--- src/rtl/csr_pkg.sv ---
package csr_pkg;
  localparam logic [11:0] ADR_FLAGS   = 12'h001;
  localparam logic [11:0] ADR_RMODE   = 12'h002;
  localparam logic [11:0] ADR_FCTRL   = 12'h003;
  localparam logic [11:0] ADR_XLATE   = 12'h180;
  localparam logic [11:0] ADR_SCRATCH = 12'h340;
  localparam logic [11:0] ADR_RDCNT   = 12'hCC0;

  localparam int FLG_W    = 5;
  localparam int RM_W     = 3;
  localparam int RM_SHIFT = 5;

  typedef enum logic [1:0] {
    OP_NONE  = 2'd0,
    OP_WRITE = 2'd1,
    OP_SET   = 2'd2,
    OP_CLEAR = 2'd3
  } csr_op_e;

  typedef struct packed {
    logic    f3_ok;
    logic    use_imm;
    logic    rd_en;
    logic    wr_en;
    csr_op_e op;
  } csr_ctl_t;
endpackage

--- src/rtl/csr_decode.sv ---
module csr_decode
  import csr_pkg::*;
#(
  parameter int REG_IDX_W = 5
) (
  input  logic [2:0]           funct3,
  input  logic [REG_IDX_W-1:0] rd_idx,
  input  logic [REG_IDX_W-1:0] rs1_idx,
  output csr_ctl_t             ctl
);
  always_comb begin
    ctl         = '0;
    ctl.use_imm = funct3[2];
    case (funct3[1:0])
      2'b01: begin
        ctl.f3_ok = 1'b1;
        ctl.op    = OP_WRITE;
        ctl.wr_en = 1'b1;
        ctl.rd_en = (rd_idx != '0);
      end
      2'b10: begin
        ctl.f3_ok = 1'b1;
        ctl.op    = OP_SET;
        ctl.rd_en = 1'b1;
        ctl.wr_en = (rs1_idx != '0);
      end
      2'b11: begin
        ctl.f3_ok = 1'b1;
        ctl.op    = OP_CLEAR;
        ctl.rd_en = 1'b1;
        ctl.wr_en = (rs1_idx != '0);
      end
      default: begin
        ctl.f3_ok = 1'b0;
        ctl.op    = OP_NONE;
      end
    endcase
  end
endmodule

--- src/rtl/csr_alu.sv ---
module csr_alu
  import csr_pkg::*;
#(
  parameter int XLEN = 32
) (
  input  csr_op_e         op,
  input  logic [XLEN-1:0] old_val,
  input  logic [XLEN-1:0] src,
  input  logic [XLEN-1:0] wmask,
  output logic [XLEN-1:0] new_val
);
  logic [XLEN-1:0] raw;

  always_comb begin
    case (op)
      OP_WRITE: raw = src;
      OP_SET:   raw = old_val | src;
      OP_CLEAR: raw = old_val & ~src;
      default:  raw = old_val;
    endcase
    new_val = raw & wmask;
  end
endmodule

--- src/rtl/csr_regfile.sv ---
module csr_regfile
  import csr_pkg::*;
#(
  parameter int XLEN  = 32,
  parameter int CNT_W = 32
) (
  input  logic            clk,
  input  logic            rst,
  input  logic [11:0]     addr,
  input  logic            rd_fire,
  input  logic            wr_fire,
  input  logic [XLEN-1:0] wdata,
  output logic            hit,
  output logic [XLEN-1:0] old_val,
  output logic [XLEN-1:0] wmask
);
  localparam int N_CSR     = 6;
  localparam int I_FLAGS   = 0;
  localparam int I_RMODE   = 1;
  localparam int I_FCTRL   = 2;
  localparam int I_XLATE   = 3;
  localparam int I_SCRATCH = 4;
  localparam int I_RDCNT   = 5;
  localparam logic [11:0] ADR_TAB [N_CSR] = '{
    ADR_FLAGS, ADR_RMODE, ADR_FCTRL, ADR_XLATE, ADR_SCRATCH, ADR_RDCNT
  };

  logic [N_CSR-1:0] sel;
  logic [FLG_W-1:0] flags_q;
  logic [RM_W-1:0]  rmode_q;
  logic [XLEN-1:0]  xlate_q;
  logic [XLEN-1:0]  scratch_q;
  logic [CNT_W-1:0] rdcnt_q;

  for (genvar g = 0; g < N_CSR; g++) begin : g_sel
    assign sel[g] = (addr == ADR_TAB[g]);
  end
  assign hit = |sel;

  always_comb begin
    old_val = '0;
    wmask   = '0;
    if (sel[I_FLAGS]) begin
      old_val = XLEN'(flags_q);
      wmask   = XLEN'({FLG_W{1'b1}});
    end
    if (sel[I_RMODE]) begin
      old_val = XLEN'(rmode_q);
      wmask   = XLEN'({RM_W{1'b1}});
    end
    if (sel[I_FCTRL]) begin
      old_val = XLEN'({rmode_q, flags_q});
      wmask   = XLEN'({(RM_W + FLG_W){1'b1}});
    end
    if (sel[I_XLATE]) begin
      old_val = xlate_q;
      wmask   = '1;
    end
    if (sel[I_SCRATCH]) begin
      old_val = scratch_q;
      wmask   = '1;
    end
    if (sel[I_RDCNT]) begin
      old_val = XLEN'(rdcnt_q);
      wmask   = '0;
    end
  end

  always_ff @(posedge clk) begin
    if (rst) begin
      flags_q   <= '0;
      rmode_q   <= '0;
      xlate_q   <= '0;
      scratch_q <= '0;
      rdcnt_q   <= '0;
    end else begin
      if (rd_fire) rdcnt_q <= rdcnt_q + 1'b1;
      if (wr_fire) begin
        if (sel[I_FLAGS]) flags_q <= wdata[FLG_W-1:0];
        if (sel[I_RMODE]) rmode_q <= wdata[RM_W-1:0];
        if (sel[I_FCTRL]) begin
          flags_q <= wdata[FLG_W-1:0];
          rmode_q <= wdata[RM_SHIFT +: RM_W];
        end
        if (sel[I_XLATE])   xlate_q   <= wdata;
        if (sel[I_SCRATCH]) scratch_q <= wdata;
      end
    end
  end


  rdcnt_hold_chk: assert property (@(posedge clk) disable iff (rst)
    !rd_fire |=> $stable(rdcnt_q));

  scratch_hold_chk: assert property (@(posedge clk) disable iff (rst)
    !(wr_fire && sel[I_SCRATCH]) |=> $stable(scratch_q));

  flags_only_on_write_chk: assert property (@(posedge clk) disable iff (rst)
    !wr_fire |=> ($stable(flags_q) && $stable(rmode_q) && $stable(xlate_q)));
endmodule

--- src/rtl/csr_access_unit.sv ---
module csr_access_unit
  import csr_pkg::*;
#(
  parameter int XLEN      = 32,
  parameter int REG_IDX_W = 5,
  parameter int CNT_W     = 32
) (
  input  logic                 clk,
  input  logic                 rst,
  input  logic                 req_valid,
  input  logic [2:0]           req_funct3,
  input  logic [REG_IDX_W-1:0] req_rd,
  input  logic [REG_IDX_W-1:0] req_rs1,
  input  logic [11:0]          req_addr,
  input  logic [XLEN-1:0]      req_rs1_val,
  input  logic [1:0]           req_priv,
  output logic                 rsp_valid,
  output logic [REG_IDX_W-1:0] rsp_rd,
  output logic                 rsp_rd_we,
  output logic [XLEN-1:0]      rsp_rd_data,
  output logic                 rsp_illegal,
  output logic                 rsp_flush
);
  csr_ctl_t        ctl;
  logic            hit;
  logic [XLEN-1:0] old_val, wmask, new_val, src;
  logic            priv_low, ro_write, illegal, fire, rd_fire, wr_fire;

  csr_decode #(.REG_IDX_W(REG_IDX_W)) u_dec (
    .funct3  (req_funct3),
    .rd_idx  (req_rd),
    .rs1_idx (req_rs1),
    .ctl     (ctl)
  );

  assign src = ctl.use_imm ? XLEN'(req_rs1) : req_rs1_val;

  csr_alu #(.XLEN(XLEN)) u_alu (
    .op      (ctl.op),
    .old_val (old_val),
    .src     (src),
    .wmask   (wmask),
    .new_val (new_val)
  );

  assign priv_low = (req_priv < req_addr[9:8]);
  assign ro_write = ctl.wr_en && (req_addr[11:10] == 2'b11);
  assign illegal  = !ctl.f3_ok || !hit || priv_low || ro_write;
  assign fire     = req_valid && !illegal;
  assign rd_fire  = fire && ctl.rd_en;
  assign wr_fire  = fire && ctl.wr_en;

  csr_regfile #(.XLEN(XLEN), .CNT_W(CNT_W)) u_rf (
    .clk     (clk),
    .rst     (rst),
    .addr    (req_addr),
    .rd_fire (rd_fire),
    .wr_fire (wr_fire),
    .wdata   (new_val),
    .hit     (hit),
    .old_val (old_val),
    .wmask   (wmask)
  );

  always_ff @(posedge clk) begin
    if (rst) begin
      rsp_valid   <= 1'b0;
      rsp_rd      <= '0;
      rsp_rd_we   <= 1'b0;
      rsp_rd_data <= '0;
      rsp_illegal <= 1'b0;
      rsp_flush   <= 1'b0;
    end else begin
      rsp_valid   <= req_valid;
      rsp_rd      <= req_rd;
      rsp_rd_we   <= rd_fire;
      rsp_rd_data <= rd_fire ? old_val : '0;
      rsp_illegal <= req_valid && illegal;
      rsp_flush   <= wr_fire && (req_addr == ADR_XLATE);
    end
  end


  illegal_quiet_chk: assert property (@(posedge clk) disable iff (rst)
    rsp_illegal |-> (!rsp_rd_we && !rsp_flush));

  rsp_follows_req_chk: assert property (@(posedge clk) disable iff (rst)
    req_valid |=> rsp_valid);

  no_read_x0_chk: assert property (@(posedge clk) disable iff (rst)
    (req_valid && req_funct3[1:0] == 2'b01 && req_rd == '0) |=> !rsp_rd_we);

  no_write_zero_src_chk: assert property (@(posedge clk) disable iff (rst)
    (req_valid && req_funct3[1] && req_rs1 == '0) |=> !rsp_flush);

  priv_fault_chk: assert property (@(posedge clk) disable iff (rst)
    (req_valid && req_priv < req_addr[9:8]) |=> rsp_illegal);
endmodule

--- config.mk ---
export PLATFORM = sky130hd
export DESIGN_NAME = csr_access_unit
export DESIGN_NICKNAME = d
export VERILOG_FILES = /design/src/rtl/csr_pkg.sv /design/src/rtl/csr_decode.sv /design/src/rtl/csr_alu.sv /design/src/rtl/csr_regfile.sv /design/src/rtl/csr_access_unit.sv
export SDC_FILE = /design/constraint.sdc
export NUM_CORES = 1
export LEC_CHECK = 0
export BUFFER_PORTS_ARGS = -buffer_cell sky130_fd_sc_hd__clkbuf_2
export CAP_MARGIN = 10
export CORE_ASPECT_RATIO = 2
export CORE_UTILIZATION = 25
export DETAILED_ROUTE_END_ITERATION = 12
export PLACE_DENSITY_LB_ADDON = 0.05
export SYNTH_ARGS = -nofsm -noshare
export SYNTH_HDL_FRONTEND = slang
export SYNTH_SLANG_ARGS = --single-unit
--- constraint.sdc ---
create_clock -name clk -period 4.8 [get_ports clk]
set_input_delay 0 -clock clk [delete_from_list [all_inputs] [get_ports clk]]
set_output_delay 0 -clock clk [all_outputs]
set_load 0.01 [all_outputs]
# Yosys cells after proc, flatten, opt, wreduce, memory -nomap -nowiden
# Cells that the tools add are included.
[word_totals] output_inout_bits=41 input_bits=62 reg_bits=145 wordCells=76
[classes] bitwise_logic=5 n_addsub=1 n_eq_ne=13 magnitude_cmp=1 mux=21 n_reduce_logical=24
[op_table] op="32-bit 2-to-1 mux" n=7
[op_table] op="32-bit one-hot mux with 3 select lines" n=1
[op_table] op="32-bit bitwise AND" n=2
[op_table] op="32-bit by 1-bit adder with 32-bit output, second input constant" n=1
[op_table] op="32-bit NOT" n=1
[op_table] op="32-bit bitwise OR" n=1
[op_table] op="5-bit 2-to-1 mux" n=6
[op_table] op="12-bit by 2-bit == test with 1-bit output, second input constant" n=2
[op_table] op="8-bit 2-to-1 mux" n=2
[op_table] op="12-bit by 1-bit == test with 1-bit output, second input constant" n=1
[op_table] op="12-bit by 10-bit == test with 1-bit output, second input constant" n=1
[op_table] op="12-bit == test, second input constant" n=1
[op_table] op="12-bit by 9-bit == test with 1-bit output, second input constant" n=1
[op_table] op="2-bit == test, second input constant" n=5
[op_table] op="5-bit nonzero test" n=2
[op_table] op="2-bit AND reduction" n=4
[op_table] op="1-bit logical AND" n=6
[op_table] op="3-bit 2-to-1 mux" n=2
[op_table] op="2-bit one-hot mux with 3 select lines" n=1
[op_table] op="6-bit OR reduction" n=1
[op_table] op="2-bit by 1-bit == test with 1-bit output, second input constant" n=2
[op_table] op="2-bit one-hot mux with 2 select lines" n=1
[op_table] op="2-bit nonzero test" n=2
[op_table] op="2-bit OR reduction" n=2
[op_table] op="6 further kinds" n=10

# Depth between registers and ports, before layout
# Gate-level depths: netlist (run 1).
[depth] ltp_word=12 depth_mapped=9 mapped_depth_nobuf=7

# By module
# From an unflattened synthesis (run 1), not the netlist that was laid out.
[hier_totals] hier_cells=1026 area_unflattened_um2=8459.4
[by_module_without_submodules] mod="csr_regfile" n_inst=1 seq_area_each_um2=2082.0 cells_each=659 area_per_inst_um2=5360.1
[by_module_without_submodules] mod="csr_access_unit" n_inst=1 seq_area_each_um2=820.8 cells_each=179 area_per_inst_um2=1838.0
[by_module_without_submodules] mod="csr_alu" n_inst=1 seq_area_each_um2=0.0 cells_each=177 area_per_inst_um2=1207.4
[by_module_without_submodules] mod="csr_decode" n_inst=1 seq_area_each_um2=0.0 cells_each=11 area_per_inst_um2=53.8

# Least setup slack after synthesis (run 1)
# Ideal clock, no wire load.
[synth_timing] path_kind="reg-to-reg" start="reg u_rf.rdcnt_q[4]" end="reg u_rf.rdcnt_q[30]" arrival_ps=1984 n_path_buf=1 slack_ps=2746 setup_ps=71 stages_incl_launch_ff=8 required_time_ps=4729 period_less_slack_ps=2054 path_cell_list="dfxtp_1 and4_1 nand4_1 nor3_2 nand2_1 buf_2 or4_1 a21oi_1"
[synth_between] elab_chain_cells=1
[synth_lines] item="start: declaration" line_no="csr_regfile.sv:33" source="logic [CNT_W-1:0] rdcnt_q;"
[synth_lines] item="start signal: assignment" line_no="csr_regfile.sv:77" source="if (rd_fire) rdcnt_q <= rdcnt_q + 1'b1;"
[synth_lines] item="32-bit by 1-bit adder with 32-bit output" line_no="csr_regfile.sv:77"
# Every way passes these cells.
# A chain may end at the register's enable or synchronous reset.

# Final worst setup path (run 1)
[layout_timing] start="reg u_rf.rdcnt_q[5]" end="reg u_rf.rdcnt_q[30]"
# Same word-level chain as after synthesis.

==> impl_metrics.env, run 1 <==
export IMPL_status="complete, no violations"
export IMPL_cts_resized=0
export IMPL_synth_area_leaders="dfxtp_1 (42%), a22o_1 (7.2%), nand2_1 (6.2%)"
export IMPL_min_path_type="input port to register"
export IMPL_synth_fp_nets=892
export IMPL_cts_root_buf="clkbuf_16"
export IMPL_setup_slack_ps=1960
export IMPL_clock_latency_ps=440
export IMPL_chipHeight_um=238
export IMPL_synth_cells=828
export IMPL_post_place_ws_ps=1800
export IMPL_first_pass_iters=4
export IMPL_yosysMostFrequentCell="dfxtp_1"
export IMPL_setup_violations_final=0
export IMPL_place_congestion=0.866
export IMPL_cp_slowest_cell="or4_1"
export IMPL_synth_area_leader_cell="dfxtp_1"
export IMPL_drc=0
export IMPL_initial_core_util=0.254
export IMPL_critPathMaxFanout=24
export IMPL_slew_violations=0
export IMPL_syn_area_um2=6970
export IMPL_synth_common_cells="dfxtp_1 (145), nand2_1 (116), a22o_1 (57)"
export IMPL_path_class="register to register"
export IMPL_fin_hold_ws_ps=41.2
export IMPL_ys_seq_area_frac=0.417
export IMPL_die_w_um=120
export IMPL_multi_input_area_um2=3760
export IMPL_synthDistinctLibCells=64
export IMPL_layout_nets=970
export IMPL_ys_flop_type="dfxtp_1"
export IMPL_nFillCells=3004
export IMPL_crit_path_max_incr_delay_ps=660
export IMPL_p_leak_nw=2.95
export IMPL_synth_edff_count=0
export IMPL_fp_row_count=86
export IMPL_power_density_nw_per_um2=319
export IMPL_rsz0062_at_grt="no"
export IMPL_drive_gt1_frac=0.186
export IMPL_io_pin_count=103
export IMPL_seqCellArea_um2=2900
export IMPL_worst_setup_path_end_kind="register"
export IMPL_finalCriticalPeriod_ps=2840
export IMPL_hold_viol_final=0
export IMPL_dp_hpwl_um=18500
export IMPL_worstPathCellList="and4_1, nand4_1, nor3_2, nand2_1, or4_1, a21oi_1"
export IMPL_wl_per_cell_um=20.5
export IMPL_skew_ps=6.68
export IMPL_path_clk_slew_ps=60
export IMPL_clock_fmax_ghz=0.352
export IMPL_ctsLongestPathBuffers=2
export IMPL_min_period_over_period=0.592
export IMPL_ir_drop_v=0.000234
export IMPL_tns_ps=0
export IMPL_cts_tree="done"
export IMPL_antenna_found_initial=0
export IMPL_worstMarginPinSlew_ps=1220
export IMPL_grt_max_degree=51
export IMPL_diodes=0
export IMPL_num_vias=6401
export IMPL_grt_pass1_wl_um=39700
export IMPL_antenna_left=0
export IMPL_utilization=0.305
export IMPL_relSlewSlack=0.179
export IMPL_cts_sinks=145
export IMPL_async_flop_share=0
export IMPL_grt_total_usage=0.190
export IMPL_numCtsBuffers=17
export IMPL_io_buffers=102
export IMPL_routed_via_density=5.04
export IMPL_cp_arrival_ps=3210
export IMPL_routed_wl_um=26000
export IMPL_drt_iter0_markers=294
export IMPL_startpoint_type="register"
export IMPL_syn_area_per_cell_um2=8.42
export IMPL_synth_top_cell_area_share=0.417
export IMPL_required_ps=5170
export IMPL_gr_total_overflow=0
export IMPL_max_cap_violations=0
export IMPL_ys_ff_latch=145
export IMPL_core_um2=27400
export IMPL_grt_pass1_vias=6637
export IMPL_ys_warn_count=0
export IMPL_htreeDepth=4
export IMPL_post_cts_setup_buffers=0
export IMPL_syn2layout_area_growth_pct=20.2
export IMPL_dieArea_um2=28600
critical path: cells and delay by family (launching register included):
kind / cells / cell delay, ps
AND/OR/NAND/NOR: 5 / 2130
flip-flops: 1 / 490
AO/OA/AOI/OAI: 1 / 150
final timing paths:
kind / start / to / slack [ps] / cells after the start
worst min register to register: u_rf.scratch_q[20] / u_rf.scratch_q[20] / 450 / 2
worst min-delay path: req_valid / rsp_valid / 40 / 2
worst max register to register: u_rf.rdcnt_q[5] / u_rf.rdcnt_q[30] / 1960 / 6
worst max-delay path: u_rf.rdcnt_q[5] / u_rf.rdcnt_q[30] / 1960 / 6
routing by layer:
metal,routed length (um),vias up,track usage
li1,-,3152,-
met1,8910,3047,0.175
met2,15100,160,0.383
met3,933,42,0.0339
met4,1060,0,0.0958
met5,0,-,0
layout by cell type, fill, tap and decap left out, types with 4 or more instances in the layout:
| master | count |
|---|---|
| dlygate4sd3_1 | 6 |
| or4_1 | 17 |
| mux2i_1 | 7 |
| nand2_1 | 116 |
| a22oi_1 | 24 |
| xnor2_1 | 28 |
| o21ai_1 | 40 |
| clkbuf_16 | 17 |
| nor2_1 | 48 |
| and2_1 | 4 |
| and4_1 | 8 |
| or3_1 | 13 |
| nor3_1 | 4 |
| inv_6 | 4 |
| a211oi_1 | 4 |
| o21ai_0 | 40 |
| buf_4 | 13 |
| clkinvlp_4 | 5 |
| clkbuf_2 | 102 |
| inv_1 | 16 |
| o31ai_1 | 18 |
| a21oi_1 | 44 |
| dfxtp_1 | 145 |
| nand4_1 | 4 |
| o21a_1 | 4 |
| a22o_1 | 57 |
| nor2b_1 | 36 |
| nand3_1 | 21 |
registers in the layout, summed over array words and instances, names as in the netlist:
name	cells
rsp_flush	1
rsp_illegal	1
rsp_rd	5
rsp_rd_data	32
rsp_rd_we	1
rsp_valid	1
u_rf.flags_q	5
u_rf.rdcnt_q	32
u_rf.rmode_q	3
u_rf.scratch_q	32
u_rf.xlate_q	32
kinds of logic after synthesis:
kind of cell | count (synthesis) | synth area share
xor gates and xnor gates | 29 | 0.0364
DFF | 145 | 0.417
and+or+nand+nor | 298 | 0.220
AOI/OAI and AO/OA | 266 | 0.264
adders and majority gates | 2 | 0.00359
muxes | 9 | 0.0133
buffers and inverters | 79 | 0.0469
power by group:
part | switching (mW) | internal (mW)
combinational | 0.125 | 0.0763
clock | 0.585 | 0.681
sequential | 0.000896 | 1.21
total | 0.710 | 1.96
what timing repair did:
| item | 4_1_cts | 5_1_grt |
|---|---|---|
| endpoints found under the hold margin | 7 | 0 |
| endpoints found under the setup margin | 0 | 0 |
| hold buffers | 6 | 0 |
final cells by class:
class | instances | share of cell area
multi-input combinational | 604 | 0.448
clock buffer | 19 | 0.0529
sequential | 145 | 0.346
timing repair buffer | 121 | 0.0797
inverter | 17 | 0.00762
clock inverter | 13 | 0.0124
tap | 352 | 0.0526
per-stage QoR:
stage               cell area [um^2]  instances  total power, mW
floorplan                       6970        828             1.35
global placement                7770       1233             1.44
detailed placement              7770       1233             1.43
CTS                             8380       1271             2.72
global route                    8380       1271             2.78
finish                          8380       1271             2.67
No activity file was read; power rests on OpenSTA's default activity.
==> inputs of run 2 (changes only) <==
Clock period 4.8 ns to 2.5 ns, I/O delays scaled along.
==> impl_metrics.env, run 2 (synthesis gave the netlist of run 1 again) <==
export IMPL_hold_viol_final=0
export IMPL_initial_core_util=0.254
export IMPL_status="complete, no violations"
export IMPL_place_congestion=0.828
export IMPL_layout_common_cells="dfxtp_1 (145), nand2_1 (116), clkbuf_2 (102), a22o_1 (57), nor2_1 (48)"
export IMPL_wl_per_cell_um=20.4
export IMPL_routed_via_density=5.02
export IMPL_finalCriticalPeriod_ps=2330
export IMPL_cp_arrival_ps=2680
export IMPL_power_density_nw_per_um2=601
export IMPL_grt_total_usage=0.195
export IMPL_cp_num_cells=7
export IMPL_relSlewSlack=0.505
export IMPL_drt_iter0_markers=278
export IMPL_io_buffers=102
export IMPL_grt_pass1_wl_um=40600
export IMPL_cts_root_buf="clkbuf_16"
export IMPL_clock_fmax_ghz=0.430
export IMPL_clock_latency_ps=440
export IMPL_numCtsBuffers=17
export IMPL_min_period_over_period=0.930
export IMPL_crit_family="simple AND/OR/NAND/NOR gates"
export IMPL_worst_setup_path_end_kind="register"
export IMPL_ctsLongestPathBuffers=2
export IMPL_fp_row_count=86
export IMPL_setup_violations_final=0
export IMPL_crit_path_max_incr_delay_ps=510
export IMPL_drive_gt1_frac=0.219
export IMPL_tns_ps=0
export IMPL_cp_slowest_cell="or4_1"
export IMPL_worst_path_buf_inv=1
export IMPL_worstPathCellList="and4_2, nand4_1, nor3_4, nand2_1, buf_4, or4_1, a21oi_1"
export IMPL_htreeDepth=4
export IMPL_critPathMaxFanout=24
export IMPL_chipHeight_um=238
export IMPL_whs_path_depth=5
export IMPL_layout_nets=1009
export IMPL_diodes=0
export IMPL_first_pass_iters=4
export IMPL_rr_worst_depth=7
export IMPL_rsz0062_at_grt="no"
export IMPL_required_ps=2860
export IMPL_grt_max_degree=33
export IMPL_startpoint_type="register"
export IMPL_syn2layout_area_growth_pct=25.9
export IMPL_max_cap_violations=0
export IMPL_p_leak_nw=3.20
export IMPL_num_vias=6575
export IMPL_cts_sinks=145
export IMPL_drc=0
export IMPL_io_pin_count=103
export IMPL_gr_total_overflow=0
export IMPL_core_um2=27400
export IMPL_skew_ps=9.47
export IMPL_ir_drop_v=0.000466
export IMPL_path_class="register to register"
export IMPL_antenna_found_initial=0
export IMPL_die_w_um=120
export IMPL_layout_commonest_cell="dfxtp_1"
export IMPL_worstMarginPinSlew_ps=743
export IMPL_fin_hold_ws_ps=73.0
export IMPL_dp_hpwl_um=20500
export IMPL_grt_pass1_vias=6921
export IMPL_slew_violations=0
export IMPL_cts_tree="done"
export IMPL_routed_wl_um=26800
export IMPL_min_path_type="input port to register"
export IMPL_path_clk_slew_ps=70
export IMPL_dieArea_um2=28600
export IMPL_antenna_left=0
run 2: layout make-up:
class                   count  area (um^2)
fillers                  3022        18700
inverters                  17         63.8
well taps                 352          440
repair buffers            160         1030
multi-input cells         604         3760
clock buffers              19          453
clock inverters            13          126
flip-flops and latches    145         2900
run 2: power breakdown:
group	switching (mW)	total, mW	internal, mW
Sequential	0.00134	2.32	2.32
Clock	1.11	2.55	1.44
Combinational	0.246	0.409	0.163
Total	1.36	5.27	3.91
run 2: repair_timing:
| action | 4_1_cts | 5_1_grt |
|---|---|---|
| endpoints found under the hold margin | 9 | 0 |
| setup buffers | 0 | 0 |
| hold buffers | 7 | 0 |
| setup endpoints to repair | 0 | 4 |
| gates resized for setup | 0 | 2 |
run 2: worst register-to-register path: cells and delay by family (launching register included):
kind / cells / cell delay [ps]
buf+inv: 1 / 210
simple gates: 5 / 1400
compound gates: 1 / 180
flops: 1 / 450
run 2: metal layers:
metal,vias up,GRT usage,wire length (um)
li1,3223,-,-
met1,3117,0.176,9110
met2,171,0.389,15300
met3,64,0.0306,804
met4,0,0.126,1550
met5,-,0,0
run 2: per-stage QoR:
stage | instances | power [mW] | instance area [um^2] | setup WS [ps] | utilization
2_1_floorplan | 828 | 2.60 | 6970 | 446 | -
3_3_place_gp | 1271 | 2.78 | 8120 | 66.9 | 0.296
3_5_place_dp | 1271 | 2.78 | 8120 | 71.2 | 0.296
4_1_cts | 1310 | 5.36 | 8770 | 108 | 0.320
5_1_grt | 1310 | 5.48 | 8780 | 13.7 | 0.320
6_report | 1310 | 5.27 | 8780 | 174 | 0.320
run 2: path summary, 6_finish.rpt:
path,start,endpoint,slack (ps)
worst max-delay path,u_rf.rdcnt_q[6],u_rf.rdcnt_q[22],170
worst min-delay path,req_rs1_val[14],u_rf.scratch_q[14],70
worst max register to register,u_rf.rdcnt_q[6],u_rf.rdcnt_q[22],170
worst min register to register,u_rf.scratch_q[5],u_rf.scratch_q[5],450
